===== config.mk =====
export PLATFORM = sky130hd
export DESIGN_NAME = wc_burst_chainer
export DESIGN_NICKNAME = d
export VERILOG_FILES = /design/src/rtl/wc_burst_chainer.sv
export SDC_FILE = /design/constraint.sdc
export NUM_CORES = 1
export LEC_CHECK = 0
export ABC_CLOCK_PERIOD_IN_PS = 5900
export BUFFER_PORTS_ARGS = -buffer_cell sky130_fd_sc_hd__buf_2
export CAP_MARGIN = 20
export CORE_MARGIN = 4
export CORE_UTILIZATION = 56
export CTS_CLUSTER_SIZE = 12
export DETAILED_ROUTE_END_ITERATION = 8
export PLACE_DENSITY = 0.79
export REMOVE_ABC_BUFFERS = 1
export SYNTH_ARGS = -nofsm -noshare
export SYNTH_HDL_FRONTEND = slang
export SYNTH_SLANG_ARGS = --single-unit

===== constraint.sdc =====
create_clock -name clk -period 5.9 [get_ports clk]
set_input_delay 1.18 -clock clk [delete_from_list [all_inputs] [get_ports clk]]
set_output_delay 1.18 -clock clk [all_outputs]
set_load 0.05 [all_outputs]

===== src/rtl/wc_burst_chainer.sv =====
module wc_burst_chainer #(
  parameter int AW         = 32,
  parameter int DW         = 64,
  parameter int MAX_BEATS  = 4,
  parameter int IDLE_LIMIT = 8
) (
  input  logic                              clk,
  input  logic                              rst_n,
  input  logic                              comb_en,
  input  logic                              cpu_valid,
  output logic                              cpu_ready,
  input  logic [AW-1:0]                     cpu_addr,
  input  logic [DW-1:0]                     cpu_data,
  output logic                              bus_valid,
  input  logic                              bus_ready,
  output logic [AW-1:0]                     bus_addr,
  output logic [$clog2(MAX_BEATS+1)-1:0]    bus_len,
  output logic [DW-1:0]                     bus_data,
  output logic                              bus_last
);
  localparam int CW    = $clog2(MAX_BEATS+1);
  localparam int BW    = $clog2(MAX_BEATS);
  localparam int IW    = $clog2(IDLE_LIMIT+1);
  localparam int SHIFT = $clog2(DW/8);

  logic [DW-1:0] qbuf [MAX_BEATS];
  logic [AW-1:0] base;
  logic [CW-1:0] cnt;
  logic [BW-1:0] beat;
  logic [IW-1:0] idle;
  logic          issuing;

  wire [AW-1:0] next_addr = base + (AW'(cnt) << SHIFT);
  wire pending  = cnt != '0;
  wire contig   = comb_en && pending && cpu_addr == next_addr;
  wire blocked  = pending && cpu_valid && !contig;
  wire take     = cpu_valid && cpu_ready;
  wire timeout  = pending && idle == IW'(IDLE_LIMIT);
  wire close_on_take = !comb_en || cnt == CW'(MAX_BEATS-1);
  wire final_beat    = CW'(beat) == cnt - CW'(1);

  assign cpu_ready = !issuing && !blocked;
  assign bus_valid = issuing;
  assign bus_addr  = base;
  assign bus_len   = cnt;
  assign bus_data  = qbuf[beat];
  assign bus_last  = issuing && final_beat;

  always_ff @(posedge clk) begin
    if (!rst_n) begin
      issuing <= 1'b0;
      cnt     <= '0;
      beat    <= '0;
      idle    <= '0;
      base    <= '0;
    end else if (issuing) begin
      if (bus_ready) begin
        if (final_beat) begin
          issuing <= 1'b0;
          cnt     <= '0;
          beat    <= '0;
          idle    <= '0;
        end else begin
          beat <= beat + BW'(1);
        end
      end
    end else if (take) begin
      if (!pending) base <= cpu_addr;
      cnt  <= cnt + CW'(1);
      idle <= '0;
      if (close_on_take) issuing <= 1'b1;
    end else if (blocked || timeout) begin
      issuing <= 1'b1;
    end else if (pending) begin
      idle <= idle + IW'(1);
    end
  end

  always_ff @(posedge clk) begin
    if (take) qbuf[BW'(cnt)] <= cpu_data;
  end
endmodule


==> metrics, run 1 <==
Sw Ratio=0.287; fin crit share=0.953; WHS Endpoint=bus_addr[3]; cell area after layout=14400 um2; WL/cell=21.0 um; multi-input logic area=3450 um2; M1 GR Usage=0.289; CTS max path bufs=3; Post-CTS Setup Inserts=0; Logic pwr share=0.180; crit end category=output pin; die area=24200 um2; Area growth syn-to-layout=18.4%; Die W=155 um; number of nets in the layout=1058; Core Util, Final=0.679; hold path cells=2; Via-to-Cell Ratio=5.81; core footprint=21200 um2; Max Cap Violations=0; hold_buf cts=0; Worst-Skew Late Latency=0.57 ns; layout cells sized above 1=0.338; Reg2Reg Setup Slack=0.95 ns; die height=155 um; Layout Cells excl Fill=1237; placed cell area=13600 um2; Setup Total Neg Slack=0 ns; vias in the first global route=7231; Hold Startpoint=bus_addr[3]; Worst R2R Path Depth=12; Worst Path Required=4.72 ns; Critical Path AT=4.44 ns; max_slew headroom=0.307; crit-path cells=ha_1, fa_1, a21oi_1, and4bb_2, xnor2_1, nor2_1, nor4_1, or4b_1, or4_1, a31oi_1, buf_2; Netlist cell types=56; Yosys warning count=0; dominant synthesized flop cell=edfxtp_1; Layout Skew=0.0309 ns; H-Tree Depth=1; DRT iter0 DRCs=574; Synth Register Bits=300; Syn Inst Count=732; Tot Pwr=5.12 mW; Pre-antenna DRT Iters=5; Final Critical Period=5.62 ns; Starting Density=0.573; Worst Path Max Fanout=9; Setup crit start kind=flip-flop; WL final=26.0 mm; Reg power frac=0.494; Hold WC Path Type=flip-flop to flip-flop; worst slack at placement=0.815 ns; Worst R2R End=qbuf[0][5]; leakage=4.99 nW; total gr overflow=0; count of antenna-violating nets left after detailed routing=0; CP max stage delay=0.71 ns; setup violators final=0; Crit Path Class=flip-flop to output pin; Avg Inst Size Synth=16.6 um2; power density over the cells=355 nW/um2; Slew @ Worst Pin=1.04 ns; Vias=7184; Post-synth ARST share=0; Clock power frac=0.327; Placed Cells incl. Taps=1188; final hold violation count=0; Residual DRC=0; met3 usage=0.0442; CTS tree=built; Root Buffer=clkbuf_16; Clk pin slew, worst setup/hold paths=0.06 ns; global-route wire length before repair=40.3 mm; largest net degree at the start of global routing=65; NetSw=1.47 mW; Post-Synthesis Cell Area=12200 um2; cts bufs inserted=30; Post-CTS Resized=0; initial antenna violation count=1; FF-to-FF Start=bus_len[0]; PnR worst setup slack=0.276 ns; maximum vdd drop=0.252 mV; All-Layer GR Usage=0.212; Filler Cells Inserted=1445; top-count cell post-synth=edfxtp_1; I/O pin total=203; Pins Over Slew Limit=0; GP Congestion=0.881; met2 Use GR=0.358; I/O Buffers=202; Synth top cells by count=edfxtp_1 (256), nand2_1 (98), mux4_2 (64); Fmax achieved=178 MHz; sequential area share after synthesis=0.704; Synth area leaders=edfxtp_1 (63%), mux4_2 (12%), dfxtp_1 (7.2%), nand2_1 (3.0%), xnor2_1 (2.3%); sequential cell area=8570 um2; clk sinks=300; status=completed; Crit. Startpoint=bus_len[0]; slowest stage cell, crit path=or4_1; row count=53; Yosys top cell area share=0.632; Most Crowded Layer GR=met2; Post-synth EDFFs=256; largest area contributor in the netlist=edfxtp_1; hold slack=0.479 ns; unrepaired setup endpoints after global routing=no; DPL Wire Length=16.8 mm; internal power=3.65 mW
==> power groups by stage <==
stage	Sequential, mW	Clock (mW)	Combinational (mW)
5_1_grt	2.54	1.80	0.975
4_1_cts	2.53	1.70	0.928
2_1_floorplan	2.65	0	0.575
6_report	2.53	1.67	0.920
3_3_place_gp	2.56	0	0.912
3_5_place_dp	2.57	0	0.923
==> flip-flops by register name (all words and copies together), names as in the netlist, named ones only <==
name and flops:
beat 2, bus_addr 32, bus_len 3, bus_valid 1, idle 4, qbuf 256
==> how the worst max path moves through the flow <==
stage / endpoint / slack [ns] / cells after the start
floorplan: qbuf[2][0] / 0.41 / 11
detailed placement: cpu_ready / 0.81 / 9
global route: cpu_ready / 0.04 / 11
global placement: cpu_ready / 0.84 / 9
finish: cpu_ready / 0.28 / 11
CTS: cpu_ready / 0.25 / 11
==> cell families after synthesis <==
logic type                 after synthesis  synth area share
and+or+nand+nor                        180            0.0724
muxes                                   68             0.122
adders and majority gates               12            0.0130
DFF                                    300             0.704
buffers and inverters                   42            0.0132
AOI/OAI and AO/OA                       87            0.0445
xor gates and xnor gates                43            0.0309
==> cell usage in the layout, fill, tap and decap left out, drive strengths merged, types with 3 or more instances in the layout <==
| cell | Yosys | routed |
|---|---|---|
| nand2 | 98 | 98 |
| inv | 11 | 12 |
| edfxtp | 256 | 256 |
| clkbuf | 24 | 42 |
| xnor2 | 32 | 32 |
| clkinv | 0 | 4 |
| nand4b | 3 | 3 |
| a21o | 4 | 4 |
| nand4 | 9 | 9 |
| ha | 11 | 11 |
| nand3 | 12 | 12 |
| and3 | 3 | 3 |
| nor3 | 3 | 3 |
| nand2b | 5 | 5 |
| a31oi | 7 | 7 |
| and2 | 6 | 6 |
| a211oi | 4 | 4 |
| nor4 | 5 | 5 |
| nor2 | 18 | 18 |
| and4 | 4 | 4 |
| o22ai | 6 | 6 |
| o21ai | 8 | 8 |
| mux4 | 64 | 64 |
| dfxtp | 44 | 44 |
| buf | 7 | 212 |
| xor2 | 11 | 11 |
| a21oi | 45 | 45 |
==> cell type report <==
cell class | instances | area share
Sequential cell | 300 | 0.595
Timing Repair Buffer | 212 | 0.0797
Antenna cell | 2 | 0.000347
Tap cell | 275 | 0.0239
Multi-Input combinational cell | 390 | 0.239
Clock inverter | 5 | 0.00356
Clock buffer | 42 | 0.0552
Inverter | 11 | 0.00287
==> worst max-delay path, delay by kind of cell, from the launching register on <==
| kind | cells | cell delay (ns) |
|---|---|---|
| buf+inv | 1 | 0.30 |
| compound gates | 2 | 0.54 |
| simple gates | 5 | 1.81 |
| xor+xnor | 1 | 0.15 |
| flops | 1 | 0.40 |
| fa+ha+maj | 2 | 0.69 |
==> per-layer routing <==
| metal | up-vias | routed length, um | part of all wire |
|---|---|---|---|
| met3 | 42 | 1990 | 0.077 |
| met4 | 2 | 453 | 0.017 |
| li1 | 3287 | - | - |
| met1 | 3574 | 10400 | 0.40 |
| met2 | 279 | 13100 | 0.50 |
| met5 | - | 7 | 0.00027 |
Note: power is estimated with default switching activity, not from simulation.
==> run 2: changes to the inputs <==
--- a/config.mk
+++ b/config.mk
@@ -8,12 +8,16 @@
 export ABC_CLOCK_PERIOD_IN_PS = 5900
 export BUFFER_PORTS_ARGS = -buffer_cell sky130_fd_sc_hd__buf_2
 export CAP_MARGIN = 20
+export CELL_PAD_IN_SITES_DETAIL_PLACEMENT = 0
+export CELL_PAD_IN_SITES_GLOBAL_PLACEMENT = 2
 export CORE_MARGIN = 4
-export CORE_UTILIZATION = 56
+export CORE_UTILIZATION = 40
 export CTS_CLUSTER_SIZE = 12
 export DETAILED_ROUTE_END_ITERATION = 8
-export PLACE_DENSITY = 0.79
+export HOLD_SLACK_MARGIN = 0.03
+export PLACE_DENSITY_LB_ADDON = 0.1
 export REMOVE_ABC_BUFFERS = 1
+export SETUP_SLACK_MARGIN = 0.02
 export SYNTH_ARGS = -nofsm -noshare
 export SYNTH_HDL_FRONTEND = slang
 export SYNTH_SLANG_ARGS = --single-unit
==> metrics, run 2 (same netlist as run 1, synthesis figures left out) <==
Setup crit start kind=flip-flop; Via-to-Cell Ratio=5.23 (-9.9%); Layout Skew=0.0220 ns (-0.00890 ns); final hold violation count=0 (unchanged); max_slew headroom=0.309 (+0.00239); Core Util, Final=0.488 (-0.190); Slew @ Worst Pin=1.04 ns (-0.00359 ns); CTS tree=built; GP Congestion=0.769 (-13%); Die W=182 um (+17%); Post-CTS Resized=0 (unchanged); Vias=7067 (-1.6%); WL final=27.8 mm (+7.0%); Area growth syn-to-layout=19.6%; DRT iter0 DRCs=397 (-31%); initial antenna violation count=3 (+2); setup violators final=0 (unchanged); crit end category=output pin; Final Critical Period=5.57 ns (-0.0582 ns); CTS max path bufs=3 (unchanged); DPL Wire Length=18.1 mm (+8.2%); row count=63 (+19%); core footprint=29800 um2 (+40%); Root Buffer=clkbuf_16; largest reg by FF count=qbuf; Worst-Skew Late Latency=0.55 ns (-0.02 ns); Clk pin slew, worst setup/hold paths=0.06 ns (about the same); Starting Density=0.408 (-0.165); Pins Over Slew Limit=0 (unchanged); Max Cap Violations=0 (unchanged); cts bufs inserted=31 (+3.3%); hold_buf cts=0 (unchanged); largest net degree at the start of global routing=65 (unchanged); Fmax achieved=180 MHz (+1.0%); status=completed; Post-CTS Setup Inserts=0 (unchanged); cell area after layout=14600 um2 (+1.0%); max reg flops=256 (unchanged); Critical Path AT=4.39 ns (-0.05 ns); placed cell area=13700 um2 (+1.0%); hold slack=0.483 ns (+0.00386 ns); most used cell, CP=nand4_1; unrepaired setup endpoints after global routing=no; global-route wire length before repair=42.3 mm (+5.0%); crit-path cells=ha_1, fa_1, xnor2_1, nand4_1, a211oi_1, nand4_1, nor4_1, or4b_1, or4_1, a31oi_1, buf_2; M1 GR Usage=0.199 (-0.0900); maximum vdd drop=0.208 mV (-17%); Hold WC Path Type=flip-flop to flip-flop; most common cell after layout, fill and taps aside=edfxtp_1; number of nets in the layout=1057 (-0.095%); I/O pin total=203 (unchanged); Layout Cells excl Fill=1350 (+9.1%); count of antenna-violating nets left after detailed routing=0 (unchanged); All-Layer GR Usage=0.161 (-0.0507); fin crit share=0.943 (-0.00987); H-Tree Depth=1 (unchanged); Pre-antenna DRT Iters=4 (-1); total gr overflow=0 (unchanged); slowest stage cell, crit path=or4_1; Residual DRC=0 (unchanged); Most Crowded Layer GR=met2; I/O Buffers=202 (unchanged); Setup Total Neg Slack=0 ns (unchanged); most frequent cells in the layout=edfxtp_1 (256), buf_2 (202), nand2_1 (98), mux4_2 (64), a21oi_1 (44); Crit Path Class=flip-flop to output pin; leakage=4.99 nW (about the same); met3 usage=0.0397 (-0.00456); power density over the cells=353 nW/um2 (-0.63%); WL/cell=20.6 um (-2.0%); die area=33300 um2 (+38%); Worst Path Required=4.72 ns (about the same); layout cells sized above 1=0.338 (+0.000352); Worst Path Max Fanout=8 (-1); met2 Use GR=0.291 (-0.0667); Placed Cells incl. Taps=1301 (+9.5%); CP max stage delay=0.61 ns (-0.10 ns); clk sinks=300 (unchanged); die height=182 um (+17%); vias in the first global route=7434 (+2.8%); Filler Cells Inserted=2572 (+78%)
run 2: per-layer routing:
metal  share of wire  vias to the layer above
met5         0.00086                        -
met3           0.063                       41
li1                -                     3282
met1            0.40                     3556
met4           0.013                        4
met2            0.53                      184
run 2: cell type report:
type	count	area [um2]	share of cell area
flip-flops and latches	300	8580	0.589
multi-input cells	390	3460	0.238
repair buffers	210	1130	0.0779
clock buffers	37	798	0.0548
well taps	390	488	0.0335
clock inverters	11	56.3	0.00387
inverters	11	41.3	0.00284
diodes	1	2.50	0.000172
run 2: worst max-delay path, delay by kind of cell, from the launching register on:
kind	cells	cell delay (ns)
fa+ha+maj	2	0.69
buf+inv	1	0.30
flops	1	0.51
compound gates	2	0.45
simple gates	5	1.65
xor+xnor	1	0.23
run 2: power by group:
part	leakage (nW)	internal, mW	switching, mW
Combinational	1.88	0.271	0.655
Clock	0.413	0.945	0.745
Sequential	2.69	2.44	0.0781
run 2: path summary, 6_finish.rpt:
| path | startpoint | to | slack, ns | cells past startpoint |
|---|---|---|---|---|
| min reg2reg | bus_addr[31] | bus_addr[31] | 0.48 | 2 |
| max | bus_len[0] | cpu_ready | 0.33 | 11 |
| max reg2reg | bus_len[0] | qbuf[2][3] | 0.98 | 13 |
| min | bus_addr[31] | bus_addr[31] | 0.48 | 2 |
run 2: through the flow:
step / setup WS, ns / total power [mW]
2_1_floorplan: 0.405 / 3.22
3_3_place_gp: 0.699 / 3.50
3_5_place_dp: 0.723 / 3.51
4_1_cts: 0.203 / 5.21
5_1_grt: 0.112 / 5.35
6_report: 0.334 / 5.14
==> run 3: changes to the inputs <==
--- a/config.mk
+++ b/config.mk
@@ -11,7 +11,7 @@
 export CELL_PAD_IN_SITES_DETAIL_PLACEMENT = 0
 export CELL_PAD_IN_SITES_GLOBAL_PLACEMENT = 2
 export CORE_MARGIN = 4
-export CORE_UTILIZATION = 40
+export CORE_UTILIZATION = 34
 export CTS_CLUSTER_SIZE = 12
 export DETAILED_ROUTE_END_ITERATION = 8
 export HOLD_SLACK_MARGIN = 0.03
==> metrics, run 3 (same netlist as run 1, synthesis figures left out) <==
status=completed; largest net degree at the start of global routing=65 (unchanged); Critical Path AT=4.32 ns (-0.07 ns); Worst R2R Path Depth=12 (-1); most common cell after layout, fill and taps aside=edfxtp_1; Starting Density=0.344 (-0.0646); maximum vdd drop=0.173 mV (-17%); Clk pin slew, worst setup/hold paths=0.05 ns (about the same); core footprint=35400 um2 (+19%); unrepaired setup endpoints after global routing=no; max reg flops=256 (unchanged); hold_buf cts=0 (unchanged); Worst R2R End=qbuf[2][22]; DRT iter0 DRCs=379 (-4.5%); max_slew headroom=0.318 (+0.00929); power density over the cells=365 nW/um2 (+3.3%); Vias=7222 (+2.2%); Layout Cells excl Fill=1446 (+7.1%); Setup Total Neg Slack=0 ns (unchanged); initial antenna violation count=2 (-1); GP Congestion=0.768 (-0.14%); Layout Skew=0.0215 ns (-0.000558 ns); PnR worst setup slack=0.400 ns (+0.0661 ns); Core Util, Final=0.424 (-0.0640); Pre-antenna DRT Iters=4 (unchanged); Pins Over Slew Limit=0 (unchanged); setup violators final=0 (unchanged); WHS Endpoint=bus_addr[5]; Hold Startpoint=bus_addr[5]; Max Cap Violations=0 (unchanged); WL final=30.5 mm (+9.9%); layout cells sized above 1=0.349 (+0.0111); Hold WC Path Type=flip-flop to flip-flop; FF-to-FF Start=bus_len[0]; I/O Buffers=202 (unchanged); Fmax achieved=182 MHz (+1.2%); Worst Path Required=4.72 ns (about the same); final hold violation count=0 (unchanged); Post-CTS Resized=0 (unchanged); Via-to-Cell Ratio=4.99 (-4.6%); die height=197 um (+8.1%); Tot Pwr=5.48 mW (+6.7%); most frequent cells in the layout=edfxtp_1 (256), buf_2 (202), nand2_1 (98), mux4_2 (64), a21oi_1 (44); Residual DRC=0 (unchanged); DPL Wire Length=21.3 mm (+17%); Post-CTS Setup Inserts=0 (unchanged); Setup crit start kind=flip-flop; Placed Cells incl. Taps=1383 (+6.3%); H-Tree Depth=2 (+1); number of nets in the layout=1072 (+1.4%); I/O pin total=203 (unchanged); Final Critical Period=5.50 ns (-0.0661 ns); crit end category=output pin; total gr overflow=0 (unchanged); worst slack at placement=0.598 ns (-0.124 ns); All-Layer GR Usage=0.153 (-0.00785); Worst Path Max Fanout=8 (unchanged); Crit Path Class=flip-flop to output pin; CTS tree=built; vias in the first global route=7734 (+4.0%); Root Buffer=clkbuf_16; largest reg by FF count=qbuf; count of antenna-violating nets left after detailed routing=0 (unchanged); Area growth syn-to-layout=23.5%; Slew @ Worst Pin=1.02 ns (-0.0139 ns); Die W=197 um (+8.1%); Worst-Skew Late Latency=0.51 ns (-0.04 ns); CTS max path bufs=3 (unchanged); global-route wire length before repair=46.2 mm (+9.3%); hold path cells=2 (unchanged); clk sinks=300 (unchanged); leakage=5.16 nW (+3.5%); die area=38900 um2 (+17%); WL/cell=21.1 um (+2.6%); fin crit share=0.932 (-0.0112); cts bufs inserted=35 (+13%); row count=69 (+9.5%); Reg2Reg Setup Slack=1.01 ns (+0.03 ns)
run 3: changes by cell type in the layout (fill, tap and decap cells not counted), sizes merged:
| cell | change |
|---|---|
| diode | +1 |
| clkbuf | +9 |
| inv | -1 |
| bufinv | +2 |
| clkinv | +3 |
| buf | +11 |
run 3: where the power goes:
part	internal [mW]	total (mW)	switching, mW	leakage [nW]
sequential	2.44	2.53	0.0858	2.69
combinational	0.291	0.958	0.667	1.96
clock	1.19	1.99	0.807	0.510
total	3.92	5.48	1.56	5.16
run 3: worst max-delay path, cell delays in order, from the launching register on:
cell and delay [ns]:
dfxtp_1 0.48, ha_1 0.24, fa_1 0.43, xnor2_1 0.24
nand4_1 0.22, a211oi_1 0.23, nand4_1 0.12, nor4_1 0.24
or4b_1 0.45, or4_1 0.64, a31oi_1 0.23, buf_2 0.30
run 3: final cells by class:
| cell class | instances | area [um2] |
|---|---|---|
| clock inverters | 15 | 145 |
| inverters | 11 | 41.3 |
| clock buffers | 46 | 917 |
| flip-flops and latches | 300 | 8580 |
| fillers | 3224 | 20400 |
| diodes | 2 | 5.00 |
| well taps | 461 | 577 |
| multi-input cells | 390 | 3460 |
| repair buffers | 221 | 1300 |
run 3: worst max-delay path by stage:
stage | startpoint | to
2_1_floorplan | bus_len[0] | qbuf[2][0]
3_3_place_gp | cpu_addr[4] | cpu_ready
3_5_place_dp | cpu_addr[4] | cpu_ready
4_1_cts | bus_len[0] | cpu_ready
5_1_grt | bus_len[0] | cpu_ready
6_report | bus_len[0] | cpu_ready
run 3: layer usage:
layer / share of wire / routed length, um / GRT usage
met1: 0.41 / 12500 / 0.189
met2: 0.51 / 15700 / 0.273
met3: 0.060 / 1840 / 0.0391
met4: 0.017 / 504 / 0.0331
met5: 0.0011 / 33 / 0
run 3: stage by stage:
step | area, um2 | hold slack [ns]
after floorplan | 12100 | 0.461
after CTS | 15000 | 0.482
after global routing | 15000 | 0.514
after global placement | 14000 | 0.469
final | 15000 | 0.482
after detailed placement | 14000 | 0.473
